$ cat config.mk
export PLATFORM = sky130hd
export DESIGN_NAME = csla_sqrt_adder
export DESIGN_NICKNAME = d
export VERILOG_FILES = /design/src/rtl/csla_pkg.sv /design/src/rtl/csla_rca.sv /design/src/rtl/csla_bec.sv /design/src/rtl/csla_select_group.sv /design/src/rtl/csla_sqrt_adder.sv
export SDC_FILE = /design/constraint.sdc
export NUM_CORES = 1
export LEC_CHECK = 0
export BUFFER_PORTS_ARGS = -buffer_cell sky130_fd_sc_hd__buf_2
export CAP_MARGIN = 5
export CORE_AREA = 8 8 62 64
export DETAILED_ROUTE_END_ITERATION = 10
export DIE_AREA = 0 0 70 72
export MAX_ROUTING_LAYER = met4
export SYNTH_ARGS = -nofsm -noshare
export SYNTH_HDL_FRONTEND = slang
export SYNTH_SLANG_ARGS = --single-unit
export TNS_END_PERCENT = 100
$ cat constraint.sdc
create_clock -name vclk -period 6.8
set_clock_uncertainty 0.2 [all_clocks]
set_input_delay 2.04 -clock vclk [all_inputs]
set_output_delay 2.04 -clock vclk [all_outputs]
set_load 0.1 [all_outputs]
$ cat src/rtl/csla_pkg.sv
package csla_pkg;

   // Number of slices: the bottom slice is 2 bits and slice g (g >= 1) is g+1 bits,
   // added while they still fit in the total width.
   function automatic int grp_count(input int width);
      int used;
      int n;
      used = 2;
      n    = 1;
      while (used + (n + 1) <= width) begin
         used = used + (n + 1);
         n    = n + 1;
      end
      return n;
   endfunction

   // Width of slice g; the top slice takes any leftover bits.
   function automatic int grp_width(input int width, input int g);
      int n;
      int base;
      int used;
      n    = grp_count(width);
      base = (g == 0) ? 2 : g + 1;
      if (g == n - 1) begin
         used = 0;
         for (int k = 0; k < n; k++) begin
            used = used + ((k == 0) ? 2 : k + 1);
         end
         base = base + (width - used);
      end
      return base;
   endfunction

   // Least significant bit position of slice g.
   function automatic int grp_lsb(input int width, input int g);
      int lsb;
      lsb = 0;
      for (int k = 0; k < g; k++) begin
         lsb = lsb + grp_width(width, k);
      end
      return lsb;
   endfunction

endpackage

$ cat src/rtl/csla_rca.sv
module csla_rca #(
   parameter int W = 2
) (
   input  logic [W-1:0] a_i,
   input  logic [W-1:0] b_i,
   input  logic         cin_i,
   output logic [W-1:0] sum_o,
   output logic         cout_o
);
   if (W < 1) begin : g_bad_width
      $error("csla_rca: W must be at least 1");
   end

   logic [W:0] chain;
   assign chain[0] = cin_i;

   for (genvar i = 0; i < W; i++) begin : g_bit
      logic prop;
      assign prop         = a_i[i] ^ b_i[i];
      assign sum_o[i]     = prop ^ chain[i];
      assign chain[i+1]   = (a_i[i] & b_i[i]) | (chain[i] & prop);
   end

   assign cout_o = chain[W];

   logic [W:0] ref_w;
   assign ref_w = {1'b0, a_i} + {1'b0, b_i} + {{W{1'b0}}, cin_i};

   always_comb begin
      AST_RCA_SUM: assert ({cout_o, sum_o} == ref_w)
         else $error("ripple slice result mismatch");
   end
endmodule

$ cat src/rtl/csla_bec.sv
module csla_bec #(
   parameter int W = 3
) (
   input  logic [W-1:0] val_i,
   output logic [W-1:0] inc_o
);
   if (W < 2) begin : g_bad_width
      $error("csla_bec: W must be at least 2");
   end

   // run[i] is high when every bit below i is one.
   logic [W-1:0] run;
   assign run[0] = 1'b1;

   for (genvar i = 0; i < W; i++) begin : g_bit
      if (i > 0) begin : g_run
         assign run[i] = run[i-1] & val_i[i-1];
      end
      assign inc_o[i] = val_i[i] ^ run[i];
   end

   always_comb begin
      AST_BEC_INCREMENT: assert (inc_o == val_i + {{(W-1){1'b0}}, 1'b1})
         else $error("excess-one converter mismatch");
   end
endmodule

$ cat src/rtl/csla_select_group.sv
module csla_select_group #(
   parameter int W = 2
) (
   input  logic [W-1:0] a_i,
   input  logic [W-1:0] b_i,
   input  logic         sel_i,
   output logic [W-1:0] sum_o,
   output logic         cout_o
);
   localparam int WX = W + 1;

   logic [W-1:0]  s_zero;
   logic          c_zero;
   logic [WX-1:0] word_zero;
   logic [WX-1:0] word_one;
   logic [WX-1:0] chosen;

   csla_rca #(.W(W)) u_rca (
      .a_i   (a_i),
      .b_i   (b_i),
      .cin_i (1'b0),
      .sum_o (s_zero),
      .cout_o(c_zero)
   );

   assign word_zero = {c_zero, s_zero};

   csla_bec #(.W(WX)) u_bec (
      .val_i(word_zero),
      .inc_o(word_one)
   );

   assign chosen = sel_i ? word_one : word_zero;
   assign sum_o  = chosen[W-1:0];
   assign cout_o = chosen[W];

   logic [WX-1:0] ref_w;
   assign ref_w = {1'b0, a_i} + {1'b0, b_i} + {{W{1'b0}}, sel_i};

   always_comb begin
      AST_SLICE_SELECT: assert ({cout_o, sum_o} == ref_w)
         else $error("select slice mismatch");
   end
endmodule

$ cat src/rtl/csla_sqrt_adder.sv
module csla_sqrt_adder #(
   parameter int WIDTH = 16
) (
   input  logic [WIDTH-1:0] a_i,
   input  logic [WIDTH-1:0] b_i,
   input  logic             cin_i,
   output logic [WIDTH-1:0] sum_o,
   output logic             cout_o
);
   if (WIDTH < 4) begin : g_bad_width
      $error("csla_sqrt_adder: WIDTH must be at least 4");
   end

   localparam int NGRP = csla_pkg::grp_count(WIDTH);

   logic [NGRP:0] carry;
   assign carry[0] = cin_i;

   for (genvar g = 0; g < NGRP; g++) begin : g_grp
      localparam int LSB = csla_pkg::grp_lsb(WIDTH, g);
      localparam int GW  = csla_pkg::grp_width(WIDTH, g);
      if (g == 0) begin : g_ripple
         csla_rca #(.W(GW)) u_rca (
            .a_i   (a_i[LSB +: GW]),
            .b_i   (b_i[LSB +: GW]),
            .cin_i (carry[g]),
            .sum_o (sum_o[LSB +: GW]),
            .cout_o(carry[g+1])
         );
      end else begin : g_select
         csla_select_group #(.W(GW)) u_sel (
            .a_i   (a_i[LSB +: GW]),
            .b_i   (b_i[LSB +: GW]),
            .sel_i (carry[g]),
            .sum_o (sum_o[LSB +: GW]),
            .cout_o(carry[g+1])
         );
      end
   end

   assign cout_o = carry[NGRP];

   logic [WIDTH:0] ref_w;
   assign ref_w = {1'b0, a_i} + {1'b0, b_i} + {{WIDTH{1'b0}}, cin_i};

   always_comb begin
      AST_FULL_SUM: assert ({cout_o, sum_o} == ref_w)
         else $error("adder total mismatch");
   end
endmodule

==> results.md, run 1 <==
* Final Hold Fails at 0
* Top cell type's share of synthesized area at 28.0%
* Fraction of layout instances using a drive strength above 1 at 64.6%
* Port bufs at 50
* Worst Setup EP: cout_o
* Min cycle time layout at between 7 and 8 ns
* Yosys Warn Count at 0
* Vias post-DR at approximately 870
* Req. time, crit path at around 4.6 ns
* DP Area at 1470 µm²
* FMAX at 139 MHz
* Post-synth design cell area at 857 µm²
* First-pass GRT wire length at between 4000 and 5000 µm
* # nets final at 222
* DR iter-0 viols at 13
* Most common cell in the synthesized netlist: inv_1
* Pwr dens at around 260 nW/µm²
* DIE AREA at roughly 5000 µm²
* Top cells by count, synth: 31 x inv_1, 14 x ha_1, 12 x fa_1, 7 x mux2_2, 6 x nand2_1
* Final period util at 106%
* Worst Setup End Kind: primary output
* Diodes inserted at 0
* Leakage Power at 0.846 nW
* Avg Cell Area, Syn at 9.02 µm²
* Setup TNS at -1.22 ns
* Number of remaining DRC errors at 0
* WHS at 4.35 ns
* Die Y-Extent at ~72 µm
* Placed cell count at 191
* DP HPWL at approximately 2100 µm
* Die X at around 70 µm
* # clk buffers at 0
* Routed Antenna Nets at 0
* Cell variety after synth at 21
* Vias in the first global route at between 1000 and 1500
* Seq. cell area at 0 µm²
* Top cells by area, synth: fa_1 28%, ha_1 20%, inv_1 14%, mux2_2 9.2%, xnor2_1 4.1%
* Setup WS post-layout at -0.416 ns
* Per-cell routed wire length at approximately 12 µm
* Seq_cells at 0
* RePlAce Congestion at 0.693
* Crit path kind: input pin to primary output
* Pre-antenna DRT Iters at 3
* Rows at 20
* Syn-to-layout area delta at 89.8%
* Top-level port count at 50
* Critical path origin: a_i[11]
* Total design power at 0.419 mW
* Worst VDD drop at 0.172 mV
* Largest net degree at the start of global routing at 8
* GR Overflow Total at 0
* Core area at 2900 µm²
* Maxcap violations at 0
* Violated checks: negative setup slack
* Dpl ws at -0.495 ns
* Synth Net Count at about 150
* Final instance area at between 1500 and 2000 µm²
* Register area share after synthesis at 0%
* Synth area leader: fa_1
* Hold Crit Class: input pin to primary output
* Core Util, Final at 56.0%
* CP max FO at 2
* Total routed wirelength at roughly 2300 µm
* Synth Instances at 95
* # setup viols final at 6
* Initial antenna violation count at 0
* Vias/cell at about 4.5
* Worst slew pin tran at roughly 0.5 ns
* Startpoint type of the worst setup path: input pin
* RSZ-0062 raised after global routing: yes
* Initial Util at about 30%
* Max Slew Vio Count at 0
* GRT Overall Usage at roughly a tenth
* Critical path arrival at 4.98 ns
* Relative slew slack at between 60 and 70%
* Outcome: finished, violations left
* Cts-stage hold buffer count at 0
* Finished Layout Cells at just under 200
==> kinds of logic (layout without fill, tap and decap cells) <==
group,count (synthesis),after routing,synth area share (%)
fa+ha+maj,26,26,48.5
compound gates,8,8,7.30
simple gates,15,15,10.8
xor+xnor,7,7,8.03
buf+inv,31,97,13.6
mux,8,8,11.8
==> how the worst min path moves through the flow <==
stage / startpoint / to / slack [ns] / depth (start not counted)
after CTS: a_i[7] / sum_o[7] / 4.35 / 4
after floorplan: b_i[7] / sum_o[7] / 4.35 / 2
after detailed placement: b_i[2] / sum_o[2] / 4.46 / 4
after global placement: b_i[7] / sum_o[7] / 4.45 / 4
after global routing: b_i[7] / sum_o[7] / 4.37 / 4
final: b_i[7] / sum_o[7] / 4.35 / 4
==> worst max-delay path, stage by stage <==
cell and delay, ns:
buf_2 0.08, ha_1 0.13, inv_1 0.05, fa_2 0.33, fa_2 0.34, inv_2 0.06
fa_1 0.15, inv_1 0.05, fa_1 0.44, inv_2 0.09, ha_4 0.12, or4b_1 0.43
o311a_1 0.15, a221oi_4 0.31, buf_12 0.21
==> where the power goes <==
| part | switching [mW] | total (mW) | internal [mW] | leakage [nW] |
|---|---|---|---|---|
| Clock | 0 | 0 | 0 | 0 |
| Sequential | 0 | 0 | 0 | 0 |
| Combinational | 0.272 | 0.419 | 0.147 | 0.846 |
| Total | 0.272 | 0.419 | 0.147 | 0.846 |
==> area by class of cell <==
class / instances / area [µm²]
Timing Repair Buffer: 66 / 557
Tap cell: 33 / 41.3
Fill cell: 265 / 1280
Multi-Input combinational cell: 64 / 912
Inverter: 31 / 116
==> metal layers <==
| metal | up-vias | wire length [µm] | GRT usage (%) |
|---|---|---|---|
| met1 | 407 | 884 | 10.3 |
| met5 | - | 0 | - |
| met2 | 30 | 1320 | 19.0 |
| met3 | 0 | 109 | 1.36 |
| li1 | 430 | - | - |
| met4 | 0 | 0 | 0.223 |
==> placed cells by master (no fill, tap or decap), types with 2 or more instances in the layout <==
cell type,synthesis,final
buf_2,0,36
inv_1,31,25
buf_4,0,14
buf_12,0,10
ha_1,14,9
fa_1,12,7
inv_2,0,6
fa_2,0,5
buf_6,0,5
mux2_4,0,4
nand2_1,6,4
ha_4,0,4
o21ai_2,0,3
mux2_2,7,3
nor2_1,3,3
xnor2_1,4,2
==> what timing repair did <==
item	in CTS	in global routing
pin swaps	6	10
endpoints found under the setup margin	6	6
resized for setup	22	10
setup buffers	2	1
(Power assumes the default switching activity.)
==> run 2, diff against run 1 <==
--- a/config.mk
+++ b/config.mk
@@ -7,10 +7,11 @@
 export LEC_CHECK = 0
 export BUFFER_PORTS_ARGS = -buffer_cell sky130_fd_sc_hd__buf_2
 export CAP_MARGIN = 5
-export CORE_AREA = 8 8 62 64
+export CORE_AREA = 8 8 55 57
 export DETAILED_ROUTE_END_ITERATION = 10
-export DIE_AREA = 0 0 70 72
+export DIE_AREA = 0 0 63 65
 export MAX_ROUTING_LAYER = met4
+export PLACE_DENSITY = 0.77
 export SYNTH_ARGS = -nofsm -noshare
 export SYNTH_HDL_FRONTEND = slang
 export SYNTH_SLANG_ARGS = --single-unit
==> constraint.sdc (replaced) <==
create_clock -name vclk -period 6.8
set_clock_uncertainty 0.2 [all_clocks]
set_input_delay 1.7 -clock vclk [all_inputs]
set_output_delay 1.7 -clock vclk [all_outputs]
set_load 0.1 [all_outputs]
==> results.md, run 2 (synthesis results as in run 1) <==
* Outcome: finished, final reports clean
* Die X at between 60 and 70 µm
* Leakage Power at around 0.68 nW
* Commonest non-fill, non-tap cell in the layout: buf_2
* Port bufs at 50
* Post-CTS setup buffers at 0
* Max layer used: met3
* Core area at 2150 µm²
* Vias/cell at approximately 4.5
* Pwr dens at about 260 nW/µm²
* Total design power at 0.324 mW
* Req. time, crit path at roughly 4.9 ns
* Hold Crit Class: input pin to primary output
* Syn-to-layout area delta at 43.1%
* Core Util, Final at 57.1%
* Total routed wirelength at 1970 µm
* Dpl ws at between 0.05 and 0.06 ns
* Initial antenna violation count at 0
* GRT Overall Usage at under 10%
* Worst slew pin tran at ~0.52 ns
* Routed Antenna Nets at 0
* # clk buffers at 0
* Top-level port count at 50
* Fraction of layout instances using a drive strength above 1 at a little under half
* CP max FO at 5
* Worst Setup End Kind: primary output
* Final-layout fill cell count at a little over 200
* Diodes inserted at 0
* Seq. cell area at 0 µm²
* Area of the multi-input gates at 792 µm²
* Vias post-DR at 780
* Rows at 17
* FMAX at about 150 MHz
* Die Y-Extent at 65 µm
* Maxcap violations at 0
* Crit path kind: input pin to primary output
* First-pass GRT wire length at around 3200 µm
* # setup viols final at 0
* Per-cell routed wire length at between 10 and 15 µm
* Final Hold Fails at 0
* Pre-antenna DRT Iters at 4
* Startpoint type of the worst setup path: input pin
* DR iter-0 viols at 8
* Largest net degree at the start of global routing at 8
* RePlAce Congestion at roughly 0.8
* WHS at 3.72 ns
* Met2 wire length at between 1000 and 1500 µm
* Min cycle time layout at 6.67 ns
* Met3 wire len at roughly 130 µm
* Setup WS post-layout at approximately 0.13 ns
* WL met1 at ~740 µm
* GR Overflow Total at 0
* Commonest cells after routing, fill and taps aside: 47 x buf_2, 30 x inv_1, 13 x ha_1
* Worst VDD drop at between 0.2 and 0.3 mV
* Relative slew slack at about two thirds
* Seq_cells at 0
* Max Slew Vio Count at 0
* DP HPWL at between 1500 and 2000 µm
* Initial Util at between 30% and 40%
* Vias in the first global route at about 820
* Final period util at about 98%
* Critical path arrival at 4.77 ns
* DIE AREA at 4100 µm²
* # nets final at between 200 and 250
* Number of remaining DRC errors at 0
## run 2: critical path, cell delays in order
cell and delay (ns):
buf_2 0.08, ha_1 0.13, inv_1 0.05, fa_1 0.37
fa_1 0.39, fa_1 0.45, inv_1 0.07, ha_1 0.18
nand2_1 0.11, mux2i_4 0.29, xor2_4 0.28, mux2_2 0.37
buf_2 0.29
## run 2: area by class of cell
cell class	instances	area share (%)
inverters	31	9.49
multi-input cells	64	64.6
repair buffers	50	23.1
well taps	28	2.86
## run 2: layer usage
layer	GRT usage [%]	vias to the layer above
li1	-	397
met1	9.12	354
met2	18.6	29
met3	1.55	0
met4	0	0
met5	-	-
## run 2: through the flow
step / cell area [µm²] / TNS (ns) / instances
after floorplan: 882 / -1.77 / 95
after global placement: 1200 / 0 / 173
after detailed placement: 1200 / 0 / 173
after CTS: 1200 / 0 / 173
after global routing: 1230 / -0.0273 / 173
final: 1230 / 0 / 173
## run 2: worst paths after layout
check,start,cells after the start,to
worst max-delay path,a_i[7],13,sum_o[14]
worst min-delay path,b_i[11],4,sum_o[11]
## run 2: where the power goes
part	switching [mW]	internal, mW
clock network	0	0
logic	0.250	0.0735
registers	0	0
total	0.250	0.0735
## run 2: what timing repair did
action                                 4_1_cts  5_1_grt
hold buffers                                 0        0
resized for setup                            0        6
endpoints found under the hold margin        0        0
setup endpoints to repair                    0        5
==> run 3, diff against run 2 <==
--- a/config.mk
+++ b/config.mk
@@ -7,11 +7,11 @@
 export LEC_CHECK = 0
 export BUFFER_PORTS_ARGS = -buffer_cell sky130_fd_sc_hd__buf_2
 export CAP_MARGIN = 5
-export CORE_AREA = 8 8 55 57
+export CORE_AREA = 8 8 51 53
 export DETAILED_ROUTE_END_ITERATION = 10
-export DIE_AREA = 0 0 63 65
+export DIE_AREA = 0 0 59 61
 export MAX_ROUTING_LAYER = met4
-export PLACE_DENSITY = 0.77
+export PLACE_DENSITY = 0.86
 export SYNTH_ARGS = -nofsm -noshare
 export SYNTH_HDL_FRONTEND = slang
 export SYNTH_SLANG_ARGS = --single-unit
==> constraint.sdc (replaced) <==
create_clock -name vclk -period 8.6
set_clock_uncertainty 0.2 [all_clocks]
set_input_delay 2.15 -clock vclk [all_inputs]
set_output_delay 2.15 -clock vclk [all_outputs]
set_load 0.1 [all_outputs]
==> results.md, run 3 (synthesis results as in run 1) <==
* Max layer used: met3
* Vias/cell at ~4.6
* First-pass GRT wire length at about 3300 µm
* GR Overflow Total at 0
* DR iter-0 viols at 11
* Sequential share of power at 0%
* Finished Layout Cells at around 170
* Cts-stage hold buffer count at 0
* Worst slew pin tran at roughly 0.50 ns
* Port bufs at 50
* Met2 wire length at between 1000 and 1500 µm
* GRT Overall Usage at a little under an eighth
* Die X at between 50 and 60 µm
* Initial antenna violation count at 0
* Post-CTS setup buffers at 0
* Top-level port count at 50
* Max Slew Vio Count at 0
* RSZ-0062 raised after global routing: no
* RePlAce Congestion at about 0.66
* Pwr dens at roughly 210 nW/µm²
* Area of the multi-input gates at 747 µm²
* Vias post-DR at slightly below 800
* Relative slew slack at around 67%
* Per-cell routed wire length at 11.9 µm
* Clk pwr share at 0%
* Net load switching power at slightly below 0.2 mW
* Setup TNS at 0 ns
* Diodes inserted at 0
* Crit path kind: input pin to primary output
* Cts repair resizes at 0
* Routed Antenna Nets at 0
* Number of remaining DRC errors at 0
* Seq. cell area at 0 µm²
* # nets final at roughly 210
* # setup viols final at 0
* Leakage Power at between 0.6 and 0.7 nW
* Comb pwr share at 100.0%
* Seq_cells at 0
* WHS at between 4 and 5 ns
* FMAX at 128 MHz
* Initial Util at between 40 and 50%
* WL met1 at about 760 µm
* Pre-antenna DRT Iters at 4
* Met3 wire len at approximately 92 µm
* Total routed wirelength at about 2100 µm
* Switching share of power at 79.6%
* Fraction of layout instances using a drive strength above 1 at a little over two fifths
* Core area at between 1500 and 2000 µm²
* Power Internal at about 0.05 mW
* Die Y-Extent at between 60 and 70 µm
* CP max FO at 5
* Req. time, crit path at roughly 6.3 ns
* Final Hold Fails at 0
* Maxcap violations at 0
* Startpoint type of the worst setup path: input pin
* Final period util at 90.9%
* Vias in the first global route at approximately 870
* Worst VDD drop at roughly 0.16 mV
* # clk buffers at 0
* DP HPWL at 2010 µm
* Rows at 16
* Min cycle time layout at ~7.8 ns
* Hold Crit Class: input pin to primary output
* DIE AREA at 3600 µm²
* Worst Setup End Kind: primary output
* Largest net degree at the start of global routing at 8
* Commonest cells after routing, fill and taps aside: 50 x buf_2, 31 x inv_1, 14 x ha_1
* Syn-to-layout area delta at 33.9%
* Commonest non-fill, non-tap cell in the layout: buf_2
* Placed cell count at 172
* Critical path arrival at 5.47 ns
* Final-layout fill cell count at between 150 and 200
* Outcome: finished, final reports clean
[run 3: final timing paths]
path / cells past startpoint / slack (ns) / end / from
setup / recovery: 15 / 0.78 / cout_o / a_i[11]
hold / removal: 4 / 4.68 / sum_o[2] / b_i[2]
[run 3: power groups by stage]
stage | Combinational, mW | Sequential (mW) | Clock, mW
2_1_floorplan | 0.209 | 0 | 0
3_3_place_gp | 0.241 | 0 | 0
3_5_place_dp | 0.247 | 0 | 0
4_1_cts | 0.247 | 0 | 0
5_1_grt | 0.259 | 0 | 0
6_report | 0.245 | 0 | 0
[run 3: cell type report]
| class | instances | area share (%) |
|---|---|---|
| tap | 27 | 2.94 |
| timing repair buffer | 50 | 21.8 |
| multi-input combinational | 64 | 65.1 |
| inverter | 31 | 10.1 |
[run 3: critical path, cell delays in order]
cell and delay, ns:
buf_2 0.08, ha_1 0.13, inv_1 0.05, fa_1 0.37
fa_1 0.36, inv_1 0.08, fa_1 0.17, inv_1 0.06
fa_1 0.46, inv_1 0.10, ha_1 0.21, or4b_1 0.44
o311a_1 0.13, a221oi_2 0.23, buf_2 0.46
[run 3: layer usage]
metal	vias up	track usage, %
met5	-	-
met4	0	0
met1	368	10.0
met2	26	26.3
met3	0	1.27
li1	400	-
[run 3: through the flow]
| stage | utilization, % | cell area (µm²) | setup slack, ns | power, mW |
|---|---|---|---|---|
| floorplan | - | 863 | 0.331 | 0.209 |
| global placement | 62.3 | 1150 | 0.924 | 0.241 |
| detailed placement | 62.3 | 1150 | 0.755 | 0.247 |
| CTS | 62.3 | 1150 | 0.748 | 0.247 |
| global route | 62.3 | 1150 | 0.589 | 0.259 |
| finish | 62.3 | 1150 | 0.785 | 0.245 |
